### config.mk
export PLATFORM = sky130hd
export DESIGN_NAME = scr_rx_descrambler
export DESIGN_NICKNAME = d
export VERILOG_FILES = /design/src/rtl/scr_rx_descrambler.sv
export SDC_FILE = /design/constraint.sdc
export NUM_CORES = 1
export LEC_CHECK = 0
export BUFFER_PORTS_ARGS = -buffer_cell sky130_fd_sc_hd__buf_4
export CAP_MARGIN = 5
export CORE_AREA = 10 10 47 49
export DETAILED_ROUTE_END_ITERATION = 8
export DIE_AREA = 0 0 57 59
export GPL_ROUTABILITY_DRIVEN = 0
export PLACE_DENSITY_LB_ADDON = 0.3
export SLEW_MARGIN = 20
export SYNTH_ARGS = -nofsm -noshare
export SYNTH_HDL_FRONTEND = slang
export SYNTH_SLANG_ARGS = --single-unit
### constraint.sdc
create_clock -name clk -period 1.21 [get_ports clk]
set_input_delay 0.242 -clock clk [delete_from_list [all_inputs] [get_ports clk]]
set_output_delay 0.242 -clock clk [all_outputs]
set_load 0.05 [all_outputs]
### src/rtl/scr_rx_descrambler.sv
module scr_rx_descrambler #(
  parameter int W        = 4,
  parameter int TAP_NEAR = 2,
  parameter int TAP_FAR  = 3
) (
  input  logic         clk,
  input  logic         rst_n,
  input  logic         in_valid,
  input  logic [W-1:0] in_word,
  output logic         out_valid,
  output logic [W-1:0] out_word
);

  logic [TAP_FAR-1:0]   tail;
  logic [W+TAP_FAR-1:0] line;
  logic [W-1:0]         plain;

  assign line = {in_word, tail};

  for (genvar i = 0; i < W; i++) begin : g_bit
    assign plain[i] = line[TAP_FAR+i] ^ line[TAP_FAR+i-TAP_NEAR] ^ line[i];
  end

  always_ff @(posedge clk or negedge rst_n) begin
    if (!rst_n) begin
      tail      <= '0;
      out_valid <= 1'b0;
      out_word  <= '0;
    end else begin
      out_valid <= in_valid;
      if (in_valid) begin
        tail     <= in_word[W-1:W-TAP_FAR];
        out_word <= plain;
      end
    end
  end

endmodule

==> results of run 1 <==
-- layout by cell type (no fill, tap or decap), drive strengths merged --
cell type    netlist  routed
dfrtp              8       8
mux2               7       7
dlygate4sd3        0       1
clkbuf             0       3
xor3               4       4
buf                1      11
-- kinds of logic after synthesis --
kind of cell	Yosys count
buffers and inverters	1
flip-flops	8
XOR/XNOR	4
multiplexers	7
-- repair_timing --
| action | CTS | global route |
|---|---|---|
| hold endpoints to repair | 8 | 0 |
| hold buffers | 1 | 0 |
| setup endpoints to repair | 0 | 1 |
-- flip-flops by register name (all words and copies together), names as in the netlist --
signal and cells:
out_word 4, tail 3, out_valid 1
-- per-layer routing --
layer,GRT usage,share of wire,vias up
met2,0.06977,0.51,7
met1,0.04946,0.44,108
met3,0.01717,0.048,0
li1,-,-,100
met5,0,0,-
met4,0.05034,0,0
-- area by class of cell --
| cell class | count | area (um^2) | share of cell area |
|---|---|---|---|
| sequential | 8 | 200.2 | 0.3931 |
| tap | 16 | 20.02 | 0.03931 |
| timing repair buffer | 12 | 92.59 | 0.1818 |
| clock buffer | 3 | 22.52 | 0.04423 |
| multi-input combinational | 11 | 173.9 | 0.3415 |
-- power groups by stage --
stage | Clock, mW | Sequential [mW] | Combinational, mW
5_1_grt | 0.230 | 0.349 | 0.340
3_5_place_dp | 0 | 0.348 | 0.330
4_1_cts | 0.210 | 0.344 | 0.333
6_report | 0.196 | 0.342 | 0.326
3_3_place_gp | 0 | 0.344 | 0.328
2_1_floorplan | 0 | 0.474 | 0.0973
-- how the worst max path moves through the flow --
stage,from,end,slack [ps],cells after the start
after floorplan,tail[2],out_word[1],100,2
after global placement,tail[2],out_word[2],50,2
after detailed placement,tail[2],out_word[2],20,2
after CTS,tail[2],out_word[2],5,2
after global routing,tail[1],out_word[0],9,2
final,tail[1],out_word[1],50,2
-- through the flow --
stage                 util  power (mW)
global placement    0.3402      0.6718
floorplan                -      0.5711
CTS                 0.3634      0.8860
finish              0.3634      0.8640
global route        0.3634      0.9185
detailed placement  0.3402      0.6781
-- critical path: cells and delay by family, from the launching register on --
family                    cells  cell delay [ps]
xor gates and xnor gates      1              410
muxes                         1              270
DFF                           1              370
-- synthesized netlist by cell type --
cell / number
buf_2: 1
dfrtp_1: 8
mux2_2: 7
xor3_1: 4
==> results.py, run 1 <==
metrics = {
    "global_route": {
        "grt_pass1_wl_mm": 1.186,
        "grt-ovfl-total": 0,
        "track_usage": 0.04737,
        "grt_pass1_vias": 249,
        "grt_max_degree": 9,
        "antenna_found_initial": 0,
    },
    "synthesis": {
        "synth_mux_area_frac": 0.2079,
        "ys_top_cells_by_area": "dfrtp_1 53%, xor3_1 25%, mux2_2 21%, buf_2 1.3%",
        "syn_nets": 27,
        "synth_xor_area_frac": 0.2508,
        "post-synth-top-area-fraction": 0.5281,
        "synth_top_family_by_area": "XOR/XNOR gates",
        "ys_seq_elements": 8,
        "synth_top_area_cell": "dfrtp_1",
        "avgSynthCellArea_um2": 18.96,
        "synthAdderAreaFrac": 0,
        "synth-seq-area-share": 0.5281,
        "syn_area_um2": 379.1,
        "synthSimpleGateAreaFrac": 0,
        "yosys_warnings": 0,
        "synth_cell_types": 4,
        "synth-compound-area-share": 0,
        "synthCells": 20,
    },
    "timing": {
        "final-hold-violation-count": 0,
        "max_freq_mhz": 860.0,
        "fin_ws_ps": 47.25,
        "slew_violations": 0,
        "rsz0062_at_grt": "no",
        "period_minus_slack_ps": 1163,
        "period_share": 0.9609,
        "tns_ps": 0,
        "maxSlewHeadroom": 0.9008,
        "finalSetupViolations": 0,
        "finClkSkew_ps": 3.021,
        "tightest_slew_ps": 148.7,
        "whs_ps": 188.9,
    },
    "placement": {
        "dpl.cell_count": 46,
        "dpl_cell_area_um2": 476.7,
        "io_buffers": 11,
        "dp_slack_ps": 17.50,
    },
    "route": {
        "drtAntennaViolNets": 0,
        "drt_iter0_drc": 1,
        "wl_per_cell_um": 14.44,
        "wirelength_um": 722,
        "via_per_inst": 4.300,
        "dr.pass1.iters": 2,
        "drc_errors": 0,
        "vias": 215,
    },
    "power": {
        "clkPwrFrac": 0.226,
        "powerDensity_mw_per_mm2": 1697,
        "power.internal_mw": 0.5706,
        "max-vdd-ir-drop_mv": 0.6413,
        "p_leak_nw": 0.2526,
        "comb_power_share": 0.378,
        "p_seq_frac": 0.396,
        "swShare": 0.3396,
        "switchingPower_mw": 0.2934,
    },
    "setup_path": {
        "reg2reg_slack_ps": 50,
        "r2r_start": "tail[1]",
        "rr_endpoint": "out_word[1]",
        "critPathKind": "flop to flop",
        "crit_path_start_kind": "flop",
        "crit_slowest_cell": "xor3_1",
        "cp_max_fo": 3,
        "cp.required_ps": 1340,
        "crit_path_max_incr_delay_ps": 410,
        "crit_chain": "xor3_1, mux2_2",
        "end_kind": "flop",
        "cp.arrival_ps": 1290,
        "rr_worst_depth": 2,
    },
    "hold_path": {
        "min_to": "out_valid",
        "whs_path_depth": 1,
        "hold_class": "input port to flop",
        "min_from": "in_valid",
    },
    "layout": {
        "fin_cells": 50,
        "syn2layout_area_growth_pct": 34.32,
        "fillers": 153,
        "final_area_um2": 509.2,
        "nets": 43,
        "layout-drive-gt1-share": 0.6176,
        "n_antenna_cell": 0,
    },
    "clocking": {
        "clk_pin_slew_ps": 50,
        "clock_sinks": 8,
        "root_buffer": "clkbuf_4",
        "cts_resized": 0,
        "post_cts.repair.setup_buffers": 0,
        "tritoncts": "yes",
        "clk_path_buf_depth": 2,
        "htreeDepth": 1,
        "worstSkewPairLatency_ps": 250,
        "numCtsBuffers": 3,
    },
    "floorplan": {
        "die_w_um": 57,
        "num_io_pins": 12,
        "die-area_mm2": 0.003363,
        "core_mm2": 0.001401,
        "start_util": 0.2705,
        "std_cell_rows": 14,
        "die_h_um": 59,
    },
    "outcome": {
        "status": "finished, final reports clean",
    },
    "run": {
        "drv_cap": 0,
    },
}
No activity file was read; power rests on OpenSTA's default activity.
==> run 2: changes to the inputs <==
Settings changed: TNS_END_PERCENT set to 10.
Clock period 1.21 ns to 1.41 ns, I/O delays scaled along.
==> results.py, run 2 (synthesis results as in run 1) <==
metrics = {
    "layout": {
        "final_cell_mix": "11 x buf_4, 8 x dfrtp_1, 7 x mux2_2",
        "final_area_um2": 509.2,
        "layout-drive-gt1-share": 0.6176,
        "n_antenna_cell": 0,
        "largest_reg_flops": 4,
        "top_regs": "out_word (4), tail (3), out_valid (1)",
        "syn2layout_area_growth_pct": 34.32,
        "final_common_cell": "buf_4",
        "nets": 43,
        "top_register": "out_word",
    },
    "floorplan": {
        "die_h_um": 59,
        "std_cell_rows": 14,
        "die-area_mm2": 0.003363,
        "core_mm2": 0.001401,
        "die_w_um": 57,
        "num_io_pins": 12,
        "start_util": 0.2705,
    },
    "timing": {
        "tns_ps": 0,
        "slew_violations": 0,
        "period_share": 0.8230,
        "finalSetupViolations": 0,
        "maxSlewHeadroom": 0.9062,
        "finClkSkew_ps": 0.1130,
        "rsz0062_at_grt": "no",
        "tightest_slew_ps": 140.7,
        "max_freq_mhz": 861.7,
        "final-hold-violation-count": 0,
        "period_minus_slack_ps": 1160,
    },
    "setup_path": {
        "cp.arrival_ps": 1290,
        "r2r_start": "tail[2]",
        "rr_endpoint": "out_word[2]",
        "cp.required_ps": 1540,
        "critPathKind": "flop to flop",
        "rr_worst_depth": 2,
        "crit_path_start_kind": "flop",
        "end_kind": "flop",
        "cp_max_fo": 3,
        "reg2reg_slack_ps": 250,
    },
    "route": {
        "dr.pass1.iters": 4,
        "drc_errors": 0,
        "wl_per_cell_um": 14.70,
        "vias": 216,
        "drtAntennaViolNets": 0,
        "via_per_inst": 4.320,
        "wirelength_um": 735,
        "drt_iter0_drc": 2,
    },
    "power": {
        "swShare": 0.3396,
        "comb_power_share": 0.378,
        "power.internal_mw": 0.4910,
        "p_leak_nw": 0.2525,
        "power_mw": 0.7434,
        "p_seq_frac": 0.394,
        "clkPwrFrac": 0.228,
        "max-vdd-ir-drop_mv": 0.6372,
        "powerDensity_mw_per_mm2": 1460,
        "switchingPower_mw": 0.2525,
    },
    "clocking": {
        "worstSkewPairLatency_ps": 250,
        "cts_resized": 0,
        "tritoncts": "yes",
        "numCtsBuffers": 3,
        "root_buffer": "clkbuf_4",
        "htreeDepth": 1,
        "clk_pin_slew_ps": 50,
        "clk_path_buf_depth": 2,
        "clock_sinks": 8,
    },
    "placement": {
        "io_buffers": 11,
        "dpl_cell_area_um2": 476.7,
    },
    "outcome": {
        "status": "finished, final reports clean",
    },
    "global_route": {
        "grt_pass1_wl_mm": 1.083,
        "grt_max_degree": 9,
        "track_usage": 0.04437,
        "antenna_found_initial": 0,
        "grt_pass1_vias": 244,
        "grt-ovfl-total": 0,
    },
    "run": {
        "drv_cap": 0,
    },
    "hold_path": {
        "whs_path_depth": 1,
        "min_from": "in_valid",
        "hold_class": "input port to flop",
        "min_to": "out_valid",
    },
}
==> run 2: power by group through the flow <==
| stage | combinational (mW) | sequential (mW) | clock (mW) |
|---|---|---|---|
| 3_3_place_gp | 0.282 | 0.295 | 0 |
| 2_1_floorplan | 0.0835 | 0.407 | 0 |
| 6_report | 0.281 | 0.293 | 0.170 |
| 3_5_place_dp | 0.284 | 0.296 | 0 |
| 4_1_cts | 0.287 | 0.293 | 0.180 |
| 5_1_grt | 0.292 | 0.297 | 0.195 |
==> run 2: what timing repair did <==
item                                    CTS  global route
hold buffers                              1             0
endpoints found under the hold margin     8             0
buffers inserted                          0             0
endpoints found under the setup margin    0             0
==> run 2: metal layers <==
metal  up-vias  GRT usage  wire length [um]
met5         -          0                 0
met4         0    0.05034                 0
met3         0    0.02146                35
met2         7    0.06357               371
met1       109    0.04353               328
li1        100          -                 -
==> run 2: layout make-up <==
class	instances	area (um^2)
Fill cell	153	892.1
Timing Repair Buffer	12	92.59
Multi-Input combinational cell	11	173.9
Clock buffer	3	22.52
Sequential cell	8	200.2
Tap cell	16	20.02
==> run 2: how the worst max path moves through the flow <==
stage          startpoint          end  slack [ps]  cells past startpoint
2_1_floorplan     tail[2]  out_word[1]         300                      2
3_3_place_gp   in_word[0]  out_word[2]         240                      3
3_5_place_dp   in_word[0]  out_word[3]         210                      3
4_1_cts           tail[1]  out_word[0]         240                      2
5_1_grt           tail[2]  out_word[2]         210                      2
6_report          tail[2]  out_word[2]         250                      2
==> run 2: critical path, stage by stage (launching register included) <==
cell	delay, ps
dfrtp_1	410
xor3_1	370
mux2_2	270
==> run 2: stage by stage <==
step,utilization,cells,worst slack (ps),hold WS (ps)
5_1_grt,0.3634,50,214.6,216.3
3_3_place_gp,0.3402,46,237.7,103.4
3_5_place_dp,0.3402,46,210.7,104.5
6_report,0.3634,50,249.5,224.7
4_1_cts,0.3634,50,244.7,221.2
2_1_floorplan,-,20,303.8,-13.59
==> run 3: changes to the inputs <==
Settings changed: ABC_AREA set to 1.
Clock period 1.41 ns to 1.1 ns, I/O delays scaled along.
==> results.py, run 3 <==
metrics = {
    "placement": {
        "dp_slack_ps": 142.0,
        "io_buffers": 11,
        "dpl.cell_count": 80,
        "dpl_cell_area_um2": 506.7,
        "dp_hpwl_um": 759.8,
    },
    "layout": {
        "syn2layout_area_growth_pct": 29.82,
        "nets": 77,
        "fin_cells": 84,
        "largest_reg_flops": 4,
        "top_register": "out_word",
        "final_area_um2": 539.3,
        "final_cell_mix": "19 x nand2_1, 11 x buf_4, 8 x dfrtp_1",
        "ff_latch_area_um2": 200.2,
        "n_antenna_cell": 0,
        "final_common_cell": "nand2_1",
        "top_regs": "out_word (4), tail (3), out_valid (1)",
        "multi_input_area_um2": 181.4,
        "layout-drive-gt1-share": 0.2206,
        "fillers": 164,
    },
    "route": {
        "top_layer": "met4",
        "met2WireLength_um": 457,
        "via_per_inst": 4.560,
        "wl_met3_um": 26,
        "drt_iter0_drc": 4,
        "drtAntennaViolNets": 0,
        "drc_errors": 0,
        "wl_per_cell_um": 11.32,
        "vias": 383,
        "dr.pass1.iters": 4,
        "wirelength_um": 951,
        "wl_met1_um": 443,
    },
    "outcome": {
        "status": "finished, final reports clean",
    },
    "clocking": {
        "root_buffer": "clkbuf_4",
        "clk_path_buf_depth": 2,
        "numCtsBuffers": 3,
        "htreeDepth": 1,
        "clock_sinks": 8,
        "worstSkewPairLatency_ps": 250,
        "tritoncts": "yes",
        "clk_pin_slew_ps": 50,
        "cts_resized": 0,
    },
    "global_route": {
        "grt_pass1_wl_mm": 1.676,
        "antenna_found_initial": 0,
        "grt_pass1_vias": 404,
        "track_usage": 0.06375,
        "grt-ovfl-total": 0,
        "grt_max_degree": 14,
    },
    "timing": {
        "period_minus_slack_ps": 1037,
        "tns_ps": 0,
        "rsz0062_at_grt": "no",
        "maxSlewHeadroom": 0.8931,
        "fin_ws_ps": 63.27,
        "final-hold-violation-count": 0,
        "max_freq_mhz": 964.6,
        "tightest_slew_ps": 158.7,
        "finClkSkew_ps": 0.6229,
        "period_share": 0.9425,
        "finalSetupViolations": 0,
        "slew_violations": 0,
        "whs_ps": 172.1,
    },
    "setup_path": {
        "crit_path_start_kind": "flop",
        "critPathKind": "flop to primary output",
        "r2r_start": "tail[1]",
        "end_kind": "primary output",
        "crit_slowest_cell": "dfrtp_1",
        "crit_path_max_incr_delay_ps": 380,
        "reg2reg_slack_ps": 210,
        "path_delay_family": "flip-flops",
        "cp.arrival_ps": 820,
        "crit_chain": "buf_4",
        "cp.required_ps": 880,
        "cp_max_fo": 2,
        "cp_num_buf_inv": 1,
        "critPathLaunch": "out_word[0]",
    },
    "synthesis": {
        "synth_cell_types": 11,
        "post-synth-top-area-fraction": 0.4819,
        "synth_edf_count": 0,
        "syn_nets": 61,
        "synth-seq-area-share": 0.4819,
        "avgSynthCellArea_um2": 7.693,
        "synthArstFlopShare": 1.000,
        "yosys_warnings": 0,
        "ys_seq_elements": 8,
        "netlist_top_cells_count": "19 x nand2_1, 8 x dfrtp_1, 6 x inv_1",
        "synth.most_common_cell": "nand2_1",
        "syn_area_um2": 415.4,
        "synthFlopType": "dfrtp_1",
        "synth_top_area_cell": "dfrtp_1",
        "synthCells": 54,
        "ys_top_cells_by_area": "dfrtp_1 48%, nand2_1 17%, or2_1 6.0%, inv_1 5.4%, nand3b_1 5.4%",
    },
    "hold_path": {
        "min_from": "in_valid",
        "hold_class": "input port to flop",
    },
    "floorplan": {
        "num_io_pins": 12,
        "die_w_um": 57,
        "start_util": 0.2964,
        "core_mm2": 0.001401,
        "die-area_mm2": 0.003363,
        "std_cell_rows": 14,
        "die_h_um": 59,
    },
    "power": {
        "p_leak_nw": 0.2795,
        "max-vdd-ir-drop_mv": 0.7157,
        "powerDensity_mw_per_mm2": 1479,
    },
    "run": {
        "drv_cap": 0,
    },
}
## run 3: final timing paths
kind                       depth (start not counted)          end
setup / recovery                                   1  out_word[0]
hold / removal                                     1    out_valid
setup reg to reg                                   4  out_word[1]
hold reg to reg                                    2  out_word[0]
max in group asynchronous                          2  out_word[2]
min in group asynchronous                          2      tail[0]
## run 3: cell families (layout without fill, tap and decap cells)
kind of cell | count (synthesis) | count (layout) | share of synthesized area
buf+inv | 7 | 21 | 0.08132
compound gates | 6 | 6 | 0.07227
simple gates | 33 | 33 | 0.3644
flops | 8 | 8 | 0.4819
## run 3: final cells by class
class / count / share of cell area
inverter: 6 / 0.04176
sequential: 8 / 0.3712
tap: 16 / 0.03712
timing repair buffer: 12 / 0.1717
multi-input combinational: 39 / 0.3364
clock buffer: 3 / 0.04176
## run 3: stage by stage
stage	power [mW]	utilization
after floorplan	0.5045	-
after global placement	0.5857	0.3616
after detailed placement	0.5867	0.3616
after CTS	0.8151	0.3848
after global routing	0.8655	0.3848
final	0.7978	0.3848
## run 3: power breakdown
| part | switching, mW | total [mW] | internal, mW | leakage [nW] |
|---|---|---|---|---|
| Clock | 0.0933 | 0.218 | 0.124 | 0.0138 |
| Combinational | 0.155 | 0.235 | 0.0794 | 0.172 |
| Sequential | 0.0177 | 0.345 | 0.328 | 0.0933 |
| Total | 0.266 | 0.798 | 0.532 | 0.280 |
## run 3: timing repair
action | CTS | global route
buffers inserted | 0 | 0
hold buffers | 1 | 0
setup endpoints to repair | 0 | 0
hold endpoints to repair | 8 | 0
## run 3: routing by layer
layer	track usage	vias to the layer above
met5	0	-
met4	0.06040	0
met3	0.01931	4
met2	0.09612	10
met1	0.06954	173
li1	-	196
